## src/rtl/irq_msg_pkg.sv

```systemverilog
package irq_msg_pkg;
  localparam int unsigned DW    = 32;
  localparam int unsigned IDX_W = $clog2(DW);

  localparam logic [31:0] OFS_LVL   = 32'h0000_0000;
  localparam logic [31:0] OFS_MASK  = 32'h0000_0004;
  localparam logic [31:0] OFS_PEND  = 32'h0000_0008;
  localparam logic [31:0] OFS_CTL   = 32'h0000_000C;
  localparam logic [31:0] OFS_IAR   = 32'h0000_0010;
  localparam logic [31:0] OFS_PWR   = 32'h0000_C000;
  localparam logic [31:0] OFS_ELOG  = 32'h0000_C004;
  localparam logic [31:0] OFS_VER   = 32'h0000_C008;
  localparam logic [31:0] OFS_IORST = 32'h0000_C00C;
  localparam logic [31:0] OFS_ARB   = 32'h0000_C010;

  localparam int unsigned CTL_BLK_BIT = 8;
  localparam int unsigned CTL_TOC_BIT = 1;

  typedef enum logic [3:0] {
    SEL_NONE, SEL_LVL, SEL_MASK, SEL_PEND, SEL_CTL, SEL_IAR,
    SEL_PWR, SEL_ELOG, SEL_VER, SEL_IORST, SEL_ARB
  } reg_sel_e;
endpackage

```

## src/rtl/irq_lane_align.sv

```systemverilog
module irq_lane_align
  import irq_msg_pkg::*;
#(
  parameter int unsigned ADDR_W = 20
) (
  input  logic [ADDR_W-1:0] addr_i,
  input  logic [2:0]        size_i,
  output reg_sel_e          sel_o,
  output logic              ok_o,
  output logic [4:0]        shift_o,
  output logic [DW-1:0]     lane_o
);
  logic [ADDR_W-1:0] word_a;
  logic [3:0]        end_b, rem_b;
  logic              size_ok;
  logic [DW-1:0]     base_m;

  assign word_a  = {addr_i[ADDR_W-1:2], 2'b00};
  assign end_b   = {2'b00, addr_i[1:0]} + {1'b0, size_i};
  assign size_ok = (size_i != 3'd0) && (size_i <= 3'd4) && (end_b <= 4'd4);
  assign rem_b   = 4'd4 - end_b;
  assign shift_o = {rem_b[1:0], 3'b000};

  always_comb begin
    unique case (size_i)
      3'd1:    base_m = 32'h0000_00FF;
      3'd2:    base_m = 32'h0000_FFFF;
      3'd3:    base_m = 32'h00FF_FFFF;
      3'd4:    base_m = 32'hFFFF_FFFF;
      default: base_m = '0;
    endcase
  end
  assign lane_o = base_m << shift_o;

  always_comb begin
    if      (word_a == ADDR_W'(OFS_LVL))   sel_o = SEL_LVL;
    else if (word_a == ADDR_W'(OFS_MASK))  sel_o = SEL_MASK;
    else if (word_a == ADDR_W'(OFS_PEND))  sel_o = SEL_PEND;
    else if (word_a == ADDR_W'(OFS_CTL))   sel_o = SEL_CTL;
    else if (word_a == ADDR_W'(OFS_IAR))   sel_o = SEL_IAR;
    else if (word_a == ADDR_W'(OFS_PWR))   sel_o = SEL_PWR;
    else if (word_a == ADDR_W'(OFS_ELOG))  sel_o = SEL_ELOG;
    else if (word_a == ADDR_W'(OFS_VER))   sel_o = SEL_VER;
    else if (word_a == ADDR_W'(OFS_IORST)) sel_o = SEL_IORST;
    else if (word_a == ADDR_W'(OFS_ARB))   sel_o = SEL_ARB;
    else                                   sel_o = SEL_NONE;
  end

  assign ok_o = size_ok && (sel_o != SEL_NONE);
endmodule

```

## src/rtl/irq_src_track.sv

```systemverilog
module irq_src_track
  import irq_msg_pkg::*;
(
  input  logic          clk_i,
  input  logic          rst_ni,
  input  logic [DW-1:0] src_i,
  input  logic          clr_pend_i,
  output logic [DW-1:0] lvl_o,
  output logic [DW-1:0] pend_o,
  output logic [DW-1:0] rise_o
);
  logic [DW-1:0] lvl_q, pend_q;

  assign rise_o = src_i & ~lvl_q;

  always_ff @(posedge clk_i or negedge rst_ni) begin
    if (!rst_ni) begin
      lvl_q  <= '0;
      pend_q <= '0;
    end else begin
      lvl_q  <= src_i;
      // a new edge in the clearing cycle survives
      pend_q <= (clr_pend_i ? '0 : pend_q) | rise_o;
    end
  end

  assign lvl_o  = lvl_q;
  assign pend_o = pend_q;
endmodule

```

## src/rtl/irq_msg_send.sv

```systemverilog
module irq_msg_send
  import irq_msg_pkg::*;
(
  input  logic          clk_i,
  input  logic          rst_ni,
  input  logic [DW-1:0] rise_i,
  input  logic [DW-1:0] mask_i,
  input  logic          block_i,
  input  logic [31:0]   iar_i,
  output logic          wr_valid_o,
  input  logic          wr_ready_i,
  output logic [31:0]   wr_addr_o,
  output logic [31:0]   wr_data_o
);
  logic [DW-1:0] wait_q, cand, drop, take;
  logic          found, busy_q, issue;
  logic [31:0]   addr_q, data_q;

  assign cand = block_i ? '0 : (wait_q & mask_i);
  assign drop = wait_q & ~cand;

  always_comb begin
    take  = '0;
    found = 1'b0;
    for (int i = DW - 1; i >= 0; i--) begin
      if (cand[i]) begin
        take    = '0;
        take[i] = 1'b1;
        found   = 1'b1;
      end
    end
  end

  assign issue = found && !busy_q;

  always_ff @(posedge clk_i or negedge rst_ni) begin
    if (!rst_ni) begin
      wait_q <= '0;
      busy_q <= 1'b0;
      addr_q <= '0;
      data_q <= '0;
    end else begin
      wait_q <= (wait_q & ~drop & ~(issue ? take : '0)) | rise_i;
      if (issue) begin
        busy_q <= 1'b1;
        addr_q <= {iar_i[31:5], 5'b00000};
        data_q <= {27'd0, iar_i[4:0]};
      end else if (busy_q && wr_ready_i) begin
        busy_q <= 1'b0;
      end
    end
  end

  assign wr_valid_o = busy_q;
  assign wr_addr_o  = addr_q;
  assign wr_data_o  = data_q;
endmodule

```

## src/rtl/irq_msg_agg.sv

```systemverilog
module irq_msg_agg
  import irq_msg_pkg::*;
#(
  parameter int unsigned ADDR_W     = 20,
  parameter logic [31:0] IAR_RST    = 32'h0000_F003,
  parameter logic [31:0] MASK_VALID = 32'h003F_63A0
) (
  input  logic              clk_i,
  input  logic              rst_ni,
  input  logic [31:0]       src_i,
  input  logic              req_valid_i,
  input  logic              req_write_i,
  input  logic [ADDR_W-1:0] req_addr_i,
  input  logic [2:0]        req_size_i,
  input  logic [31:0]       req_wdata_i,
  output logic              rsp_valid_o,
  output logic              rsp_err_o,
  output logic [31:0]       rsp_rdata_o,
  output logic              mask_warn_o,
  output logic              toc_o,
  output logic              wr_valid_o,
  input  logic              wr_ready_i,
  output logic [31:0]       wr_addr_o,
  output logic [31:0]       wr_data_o
);
  reg_sel_e      sel;
  logic          ok, acc, do_wr, do_rd, clr_pend;
  logic [4:0]    shift;
  logic [DW-1:0] lane, cur, merged, lvl, pend, rise;
  logic [DW-1:0] mask_q, iar_q, pwr_q, elog_q, arb_q;
  logic          blk_q;
  logic          rsp_v_q, rsp_e_q, warn_q, toc_q;
  logic [DW-1:0] rdata_q;

  irq_lane_align #(.ADDR_W(ADDR_W)) u_align (
    .addr_i  (req_addr_i),
    .size_i  (req_size_i),
    .sel_o   (sel),
    .ok_o    (ok),
    .shift_o (shift),
    .lane_o  (lane)
  );

  assign acc      = req_valid_i && ok;
  assign do_wr    = acc && req_write_i;
  assign do_rd    = acc && !req_write_i;
  assign clr_pend = acc && (sel == SEL_PEND);

  irq_src_track u_track (
    .clk_i      (clk_i),
    .rst_ni     (rst_ni),
    .src_i      (src_i),
    .clr_pend_i (clr_pend),
    .lvl_o      (lvl),
    .pend_o     (pend),
    .rise_o     (rise)
  );

  irq_msg_send u_send (
    .clk_i      (clk_i),
    .rst_ni     (rst_ni),
    .rise_i     (rise),
    .mask_i     (mask_q),
    .block_i    (blk_q),
    .iar_i      (iar_q),
    .wr_valid_o (wr_valid_o),
    .wr_ready_i (wr_ready_i),
    .wr_addr_o  (wr_addr_o),
    .wr_data_o  (wr_data_o)
  );

  always_comb begin
    cur = '0;
    unique case (sel)
      SEL_LVL:  cur = lvl;
      SEL_MASK: cur = mask_q;
      SEL_PEND: cur = pend;
      SEL_CTL:  cur[CTL_BLK_BIT] = blk_q;
      SEL_IAR:  cur = iar_q;
      SEL_PWR:  cur = pwr_q;
      SEL_ELOG: cur = elog_q;
      SEL_ARB:  cur = arb_q;
      default:  cur = '0;
    endcase
  end

  assign merged = (cur & ~lane) | ((req_wdata_i << shift) & lane);

  always_ff @(posedge clk_i or negedge rst_ni) begin
    if (!rst_ni) begin
      mask_q <= '0;
      blk_q  <= 1'b0;
      iar_q  <= IAR_RST;
      pwr_q  <= '0;
      elog_q <= '0;
      arb_q  <= '0;
    end else if (do_wr) begin
      unique case (sel)
        SEL_MASK: mask_q <= merged;
        SEL_CTL:  blk_q  <= merged[CTL_BLK_BIT];
        SEL_IAR:  iar_q  <= merged;
        SEL_PWR:  pwr_q  <= merged;
        SEL_ELOG: elog_q <= merged;
        SEL_ARB:  arb_q  <= merged;
        default:  ;
      endcase
    end
  end

  always_ff @(posedge clk_i or negedge rst_ni) begin
    if (!rst_ni) begin
      rsp_v_q <= 1'b0;
      rsp_e_q <= 1'b0;
      rdata_q <= '0;
      warn_q  <= 1'b0;
      toc_q   <= 1'b0;
    end else begin
      rsp_v_q <= req_valid_i;
      rsp_e_q <= req_valid_i && !ok;
      rdata_q <= do_rd ? ((cur & lane) >> shift) : '0;
      warn_q  <= do_wr && (sel == SEL_MASK) &&
                 ((merged & ~MASK_VALID) != '0) && (merged != '1);
      toc_q   <= do_wr && (sel == SEL_CTL) && merged[CTL_TOC_BIT];
    end
  end

  assign rsp_valid_o = rsp_v_q;
  assign rsp_err_o   = rsp_e_q;
  assign rsp_rdata_o = rdata_q;
  assign mask_warn_o = warn_q;
  assign toc_o       = toc_q;
endmodule

```

## config.mk

```make
export PLATFORM = sky130hd
export DESIGN_NAME = irq_msg_agg
export DESIGN_NICKNAME = d
export VERILOG_FILES = /design/src/rtl/irq_msg_pkg.sv /design/src/rtl/irq_lane_align.sv /design/src/rtl/irq_src_track.sv /design/src/rtl/irq_msg_send.sv /design/src/rtl/irq_msg_agg.sv
export SDC_FILE = /design/constraint.sdc
export NUM_CORES = 1
export LEC_CHECK = 0
export ABC_AREA = 1
export BUFFER_PORTS_ARGS = -buffer_cell sky130_fd_sc_hd__buf_2
export CORE_ASPECT_RATIO = 0.5
export CORE_MARGIN = 3
export CORE_UTILIZATION = 65
export DETAILED_ROUTE_END_ITERATION = 6
export PLACE_DENSITY = 0.87
export SYNTH_ARGS = -nofsm -noshare
export SYNTH_HDL_FRONTEND = slang
export SYNTH_HIERARCHICAL = 1
export SYNTH_SLANG_ARGS = --single-unit
```

## constraint.sdc

```tcl
create_clock -name clk_i -period 3.59 [get_ports clk_i]
set_input_delay 0.718 -clock clk_i [delete_from_list [all_inputs] [get_ports clk_i]]
set_output_delay 0.718 -clock clk_i [all_outputs]
set_load 0.01 [all_outputs]
```

### Word level (Yosys, flattened, before mapping)

Cells that the tools add are included.

* bits of input ports: 92
* register bits: 326
* word-level logic and storage cells: 175

* magnitude comparators: 2
* shift operators: 3
* add/sub/neg operators: 2
* equality and inequality tests: 22
* bitwise logic cells: 16
* reductions and logical operators: 29
* mux-type cells: 84

Operator list (count)
* 32-bit 2-to-1 mux: 36
* 32-bit bitwise AND: 8
* 23-bit case mux with 7 select lines: 1
* 32-bit inverter: 5
* 32-bit case mux with 4 select lines: 1
* 32-bit bitwise OR: 3
* 18-bit by 14-bit equality test with 1-bit output (second input constant): 5
* 32-bit by 5-bit left shift with 32-bit output: 2
* 8-bit case mux with 7 select lines: 1
* 4-bit 2-to-1 mux: 10
* 18-bit by 2-bit equality test with 1-bit output (second input constant): 2
* 1-bit 2-to-1 mux: 34
* 32-bit inequality test (second input constant): 1
* 32-bit nonzero test: 1
* 32-bit by 5-bit >> shifter with 32-bit output: 1
* 20-bit zero test: 1
* 18-bit by 1-bit equality test with 1-bit output (second input constant): 1
* 18-bit by 3-bit equality test with 1-bit output (second input constant): 1
* 4-bit by 3-bit equality test with 1-bit output (second input constant): 4
* 1-bit logical AND: 15
* 2-bit AND reduction: 6
* 4-bit by 2-bit equality test with 1-bit output (second input constant): 2
* 1-bit case mux with 8 select lines: 1
* 3-bit by 2-bit equality test with 1-bit output (second input constant): 2
* other kinds (12): 14

### Depth between registers and ports, before layout

* depth after elaboration: 39
* depth in mapped cells: 26
* gate-level depth less buffers: 25

### Hierarchy

The synthesis kept the hierarchy.

Modules (own cells, without submodules)
* irq_msg_agg: cells each 1908, times used 1, area an instance 12490.7 µm², sequential area each 4937.2 µm²
* irq_msg_send: cells each 546, times used 1, area an instance 4058.9 µm², sequential area each 1626.6 µm²
* irq_src_track: cells each 228, times used 1, area an instance 2255.9 µm², sequential area each 1601.5 µm²
* irq_lane_align: cells each 134, times used 1, area an instance 757.0 µm², sequential area each 0.0 µm²

### Worst setup path before layout

Ideal clock, no wire load.

* kind: input to register
* start: input port req_addr_i[0]
* end: register warn_q (netlist: mask_warn_o)
* path buffers: 1
* setup slack: 0.014 ns
* arrival time: 3.460 ns
* setup time: 0.115 ns
* stages: 18
* path through: ha_1 -> fa_1 -> inv_1 -> ha_1 -> inv_1 -> o21ai_0 -> buf_4 -> inv_1 -> a21oi_1 -> nand2_1 -> nand2_1 -> nand2_1 -> clkinv_1 -> nand2_1 -> nor2_1 -> nand2_1 -> nor2_1 -> nor2_1

RTL lines
* start, declared: RTL line irq_msg_agg.sv:13 `input logic [ADDR_W-1:0] req_addr_i,`
* 2-bit by 3-bit adder with 4-bit output *: RTL line irq_lane_align.sv:19 `assign end_b = {2'b00, addr_i[1:0]} + {1'b0, size_i};`
* 1-bit by 2-bit subtractor with 2-bit output *: RTL line irq_lane_align.sv:21 `assign rem_b = 4'd4 - end_b;`
* named net shift[4]: RTL line irq_msg_agg.sv:28 `logic [4:0] shift;`
* 32-bit by 5-bit left shift with 32-bit output *: RTL line irq_lane_align.sv:33 `assign lane_o = base_m << shift_o;`
* named net lane[16]: RTL line irq_msg_agg.sv:29 `logic [DW-1:0] lane, cur, merged, lvl, pend, rise;`
* 32-bit inverter: RTL line irq_msg_agg.sv:87 `assign merged = (cur & ~lane) | ((req_wdata_i << shift) & lane);`
* 32-bit bitwise AND: RTL line irq_msg_agg.sv:87
* 32-bit bitwise OR *: RTL line irq_msg_agg.sv:87
* 32-bit inequality test *: RTL line irq_msg_agg.sv:122 `((merged & ~MASK_VALID) != '0) && (merged != '1);`
* 1-bit logical AND *: RTL line irq_msg_agg.sv:122
* end signal, assigned: RTL line irq_msg_agg.sv:121 `warn_q <= do_wr && (sel == SEL_MASK) &&`
* end, declared: RTL line irq_msg_agg.sv:32 `logic rsp_v_q, rsp_e_q, warn_q, toc_q;`

Mark *: on every way through the listed nets, which the timed path passes. The rest lies on a longest branch.
A chain may end at the register's enable or synchronous reset.

### Final worst setup path

* start: input port req_addr_i[17]
* end: register warn_q (netlist: mask_warn_o)

RTL lines
* 18-bit by 14-bit equality test with 1-bit output: RTL line irq_lane_align.sv:44 `else if (word_a == ADDR_W'(OFS_IORST)) sel_o = SEL_IORST;`
* 4-bit 2-to-1 mux: RTL line irq_lane_align.sv:44
* 4-bit 2-to-1 mux: RTL line irq_lane_align.sv:43 `else if (word_a == ADDR_W'(OFS_VER)) sel_o = SEL_VER;`
* 4-bit 2-to-1 mux: RTL line irq_lane_align.sv:42 `else if (word_a == ADDR_W'(OFS_ELOG)) sel_o = SEL_ELOG;`
* 4-bit 2-to-1 mux: RTL line irq_lane_align.sv:41 `else if (word_a == ADDR_W'(OFS_PWR)) sel_o = SEL_PWR;`
* 4-bit 2-to-1 mux: RTL line irq_lane_align.sv:40 `else if (word_a == ADDR_W'(OFS_IAR)) sel_o = SEL_IAR;`
* 4-bit 2-to-1 mux: RTL line irq_lane_align.sv:39 `else if (word_a == ADDR_W'(OFS_CTL)) sel_o = SEL_CTL;`
* 4-bit 2-to-1 mux: RTL line irq_lane_align.sv:38 `else if (word_a == ADDR_W'(OFS_PEND)) sel_o = SEL_PEND;`
* (+2 left out)
* named net sel[2]: RTL line irq_msg_agg.sv:26 `reg_sel_e sel;`
* 4-bit equality test, or another cell as far along: RTL line irq_msg_agg.sv:74 `unique case (sel)`
* 8-bit case mux with 7 select lines, or another cell as far along: RTL line irq_msg_agg.sv:74
* 32-bit bitwise AND or 1-bit logical AND (tied branches): RTL line irq_msg_agg.sv:87, irq_msg_agg.sv:44
* 32-bit bitwise OR or 1-bit logical AND (tied branches): RTL line irq_msg_agg.sv:87, irq_msg_agg.sv:45
* 32-bit nonzero test or 1-bit logical AND (tied branches): RTL line irq_msg_agg.sv:122, irq_msg_agg.sv:121
* 1-bit logical AND: RTL line irq_msg_agg.sv:121
* 1-bit logical AND *: RTL line irq_msg_agg.sv:122

Marked as above.

==> flow_metrics.env <==
export IMPL_drive_gt1_share_pct=15.5
export IMPL_synth_async_reset_ratio_pct=100
export IMPL_via_count=20900
export IMPL_route_met3_wl_um=10400
export IMPL_crit_buf_inv=6
export IMPL_post_cts_setup_buffers=0
export IMPL_synth_top_family_by_area="simple AND/OR/NAND/NOR gates"
export IMPL_drt_vias_per_instance=6.11
export IMPL_finalSetupTns_ps=0
export IMPL_cp_depth=25
export IMPL_cts_tree="yes"
export IMPL_drc_errors=1
export IMPL_grt_antenna_before_repair=2
export IMPL_clock_root_buffer="clkbuf_16"
export IMPL_area_delta_synth_final_pct=13.8
export IMPL_die_y_um=129
export IMPL_final_cells=3416
export IMPL_die_w_um=251
export IMPL_relSlewSlack_pct=44.2
export IMPL_worstSetupPathType="in2reg"
export IMPL_timing_rr_start="blk_q"
export IMPL_grt_pass1_wl_um=107000
export IMPL_peakVddDrop_mv=0.385
export IMPL_p_leak_nw=11.9
export IMPL_grt_max_degree=104
export IMPL_dp_cells=3365
export IMPL_r2r_end="u_send/wr_addr_o[10]"
export IMPL_cts_max_level=1
export IMPL_syn_area_um2=19600
export IMPL_ys_flop_type="dfrtp_1"
export IMPL_synth_compound_area_share_pct=6.93
export IMPL_dr_first_iter_drc_count=3324
export IMPL_synth_warnings=6
export IMPL_grt_pass1_vias=19200
export IMPL_track_usage_pct=42.5
export IMPL_io_pins=193
export IMPL_crit_top_cell="nand2_1"
export IMPL_gp_congestion=1.03
export IMPL_cts_hold_buf=0
export IMPL_grt_overflow_total=0
export IMPL_ys_seq_area_share_pct=41.7
export IMPL_wirelength_um=69400
export IMPL_synth_top_area_cell="dfrtp_1"
export IMPL_ant_nets=0
export IMPL_r2r_slack_ps=1080
export IMPL_finalHoldViolCount=0
export IMPL_syn_avg_cell_area_um2=6.95
export IMPL_synth_fa_ha_area_share_pct=0.358
export IMPL_cap_violations=0
export IMPL_start_util_pct=66.8
export IMPL_clkTransAtPathRegs_ps=70
export IMPL_crit_fanout=18
export IMPL_rsz0062_at_grt="no"
export IMPL_synthTopCellsByArea="dfrtp_1 (41%), nand2_1 (17%), nand3_1 (14%)"
export IMPL_fmax_ghz=0.292
export IMPL_required_ps=4050
export IMPL_wl_per_cell_um=20.3
export IMPL_finalClockSkew_ps=35.8
export IMPL_num_rows=44
export IMPL_synthSimpleGateAreaFrac_pct=40.2
export IMPL_outcome="finished, violations left"
export IMPL_slowest_stage="a21oi_1"
export IMPL_dr_wl_met2_um=29500
export IMPL_failed_checks="DRC"
export IMPL_power_density_nw_per_um2=413
export IMPL_ff2ff_path_depth=9
export IMPL_crit_family="simple AND/OR/NAND/NOR gates"
export IMPL_synth_edff_count=0
export IMPL_max_stage_delay_ps=370
export IMPL_netlist_instances=2816
export IMPL_ctsResizeCount=0
export IMPL_ys_ff_latch=326
export IMPL_dp_slack_ps=-284
export IMPL_dp_hpwl_um=50300
export IMPL_final_nets=3101
export IMPL_setup_viol=0
export IMPL_synth_top_cell_area_share_pct=40.9
export IMPL_cp_start_kind="input port"
export IMPL_clk_latency_ps=600
export IMPL_dr_pass1_iters=7
export IMPL_endpoint_kind="flop"
export IMPL_cts_sinks=326
export IMPL_cp_arrival_ps=3890
export IMPL_dieArea_um2=32300
export IMPL_cts_buffers=28
export IMPL_muxShareOfSynthArea_pct=0
export IMPL_final_max_slew_viol_count=0
export IMPL_port_buffers=160
export IMPL_synthXorXnorAreaFrac_pct=0
export IMPL_synth_cell_type_count=47
export IMPL_core_um2=29300
export IMPL_power_total_mw=9.18
export IMPL_diodes=0
export IMPL_period_minus_slack_ps=3430
export IMPL_placed_cell_area_um2=21200
export IMPL_cts_max_path_buffers=3
export IMPL_finish_instance_area_um2=22300
export IMPL_fin_crit_sh_pct=95.4
export IMPL_hold_path_class="in2async"
export IMPL_wl_met1_um=27300
export IMPL_tightest_slew_ps=836
export IMPL_fin_ws_ps=165
export IMPL_top_layer="met5"
-- placed cells by master (no fill, tap or decap), types with 19 or more instances in the layout --
cell,n
a21oi_1,35
buf_2,159
buf_4,146
clkbuf_16,28
conb_1,35
dfrtp_1,320
inv_1,238
nand2_1,882
nand2_2,24
nand3_1,543
nand3_2,23
nand4_1,20
nor2_1,213
o21ai_0,186
o21ai_1,19
-- worst max-delay path by stage --
| stage | end | start |
|---|---|---|
| after detailed placement | mask_warn_o | req_addr_i[13] |
| after floorplan | mask_warn_o | req_addr_i[0] |
| after global placement | mask_warn_o | req_addr_i[17] |
| after CTS | mask_warn_o | req_addr_i[17] |
| after global routing | rsp_rdata_o[3] | req_addr_i[4] |
| final | mask_warn_o | req_addr_i[17] |
-- per-layer routing --
| metal | track usage [%] | vias up |
|---|---|---|
| li1 | - | 9354 |
| met1 | 58.6 | 9708 |
| met2 | 63.8 | 1543 |
| met3 | 15.8 | 247 |
| met4 | 12.0 | 6 |
| met5 | 0 | - |
-- power breakdown --
part           leakage [nW]  total (mW)  internal [mW]  switching [mW]
combinational          7.34        1.97          0.579            1.39
clock                 0.499        3.36           1.89            1.47
sequential             4.04        3.85           3.78          0.0710
-- flip-flops by register name, indices dropped and copies added, names as in the netlist, 5 cells and up --
signal and count:
arb_q 32, u_send/wr_data_o 5, iar_q 32, elog_q 32, u_track/lvl_o 32, u_track/pend_o 32
pwr_q 32, mask_q 32, u_send/wr_addr_o 27, rsp_rdata_o 32, u_send/wait_q 32
-- worst register-to-register path, stage by stage, from the launching register on --
cell and delay [ps]:
dfrtp_1 420, inv_4 370, nand3_1 280, nand2_1 180
nor2_1 90, and3_1 180, nand2_4 350, nand2_8 280
nand2_1 210, nand2_1 80
-- stage by stage --
step           hold slack, ps  utilization (%)
6_report                 60.6             76.0
5_1_grt                  90.1             76.0
4_1_cts                  79.9             76.0
3_5_place_dp              453             72.5
3_3_place_gp              448             72.5
2_1_floorplan             422                -
-- cell type report --
type / count / area, µm²
Clock buffer: 34 / 763
Clock inverter: 17 / 245
Fill cell: 2223 / 7030
Inverter: 250 / 941
Multi-Input combinational cell: 2076 / 9420
Sequential cell: 326 / 8170
Tap cell: 391 / 489
Timing Repair Buffer: 322 / 2230
-- cells by family (layout without fill, tap and decap cells) --
| group | after synthesis | count (layout) |
|---|---|---|
| other | 2 | 35 |
| flip-flops | 326 | 326 |
| buffers and inverters | 447 | 623 |
| AO/OA/AOI/OAI | 262 | 262 |
| adder cells (fa/ha/maj) | 5 | 5 |
| AND/OR/NAND/NOR | 1774 | 1774 |
-- synth_stat cells (2+ instances only) --
cell type / n
and3_1: 7
dfstp_2: 6
o211ai_1: 4
nand3b_1: 2
buf_1: 29
nor2_1: 213
a21boi_0: 2
nand3_4: 2
o21ai_0: 187
nand2_4: 2
inv_1: 239
nand3_2: 23
buf_6: 14
nor3_1: 17
conb_1: 2
a21oi_2: 3
or2_1: 9
clkbuf_1: 51
nand2_2: 24
o22ai_1: 2
buf_8: 2
buf_4: 69
or2_2: 3
nor2_2: 10
a31oi_1: 7
o21ai_1: 19
dfrtp_1: 320
clkinv_1: 3
nand2_1: 882
inv_2: 7
nand4_1: 20
nand3_1: 543
buf_2: 31
ha_1: 4
a21oi_1: 35
nor2_4: 12
Note: power is estimated with default switching activity, not from simulation.
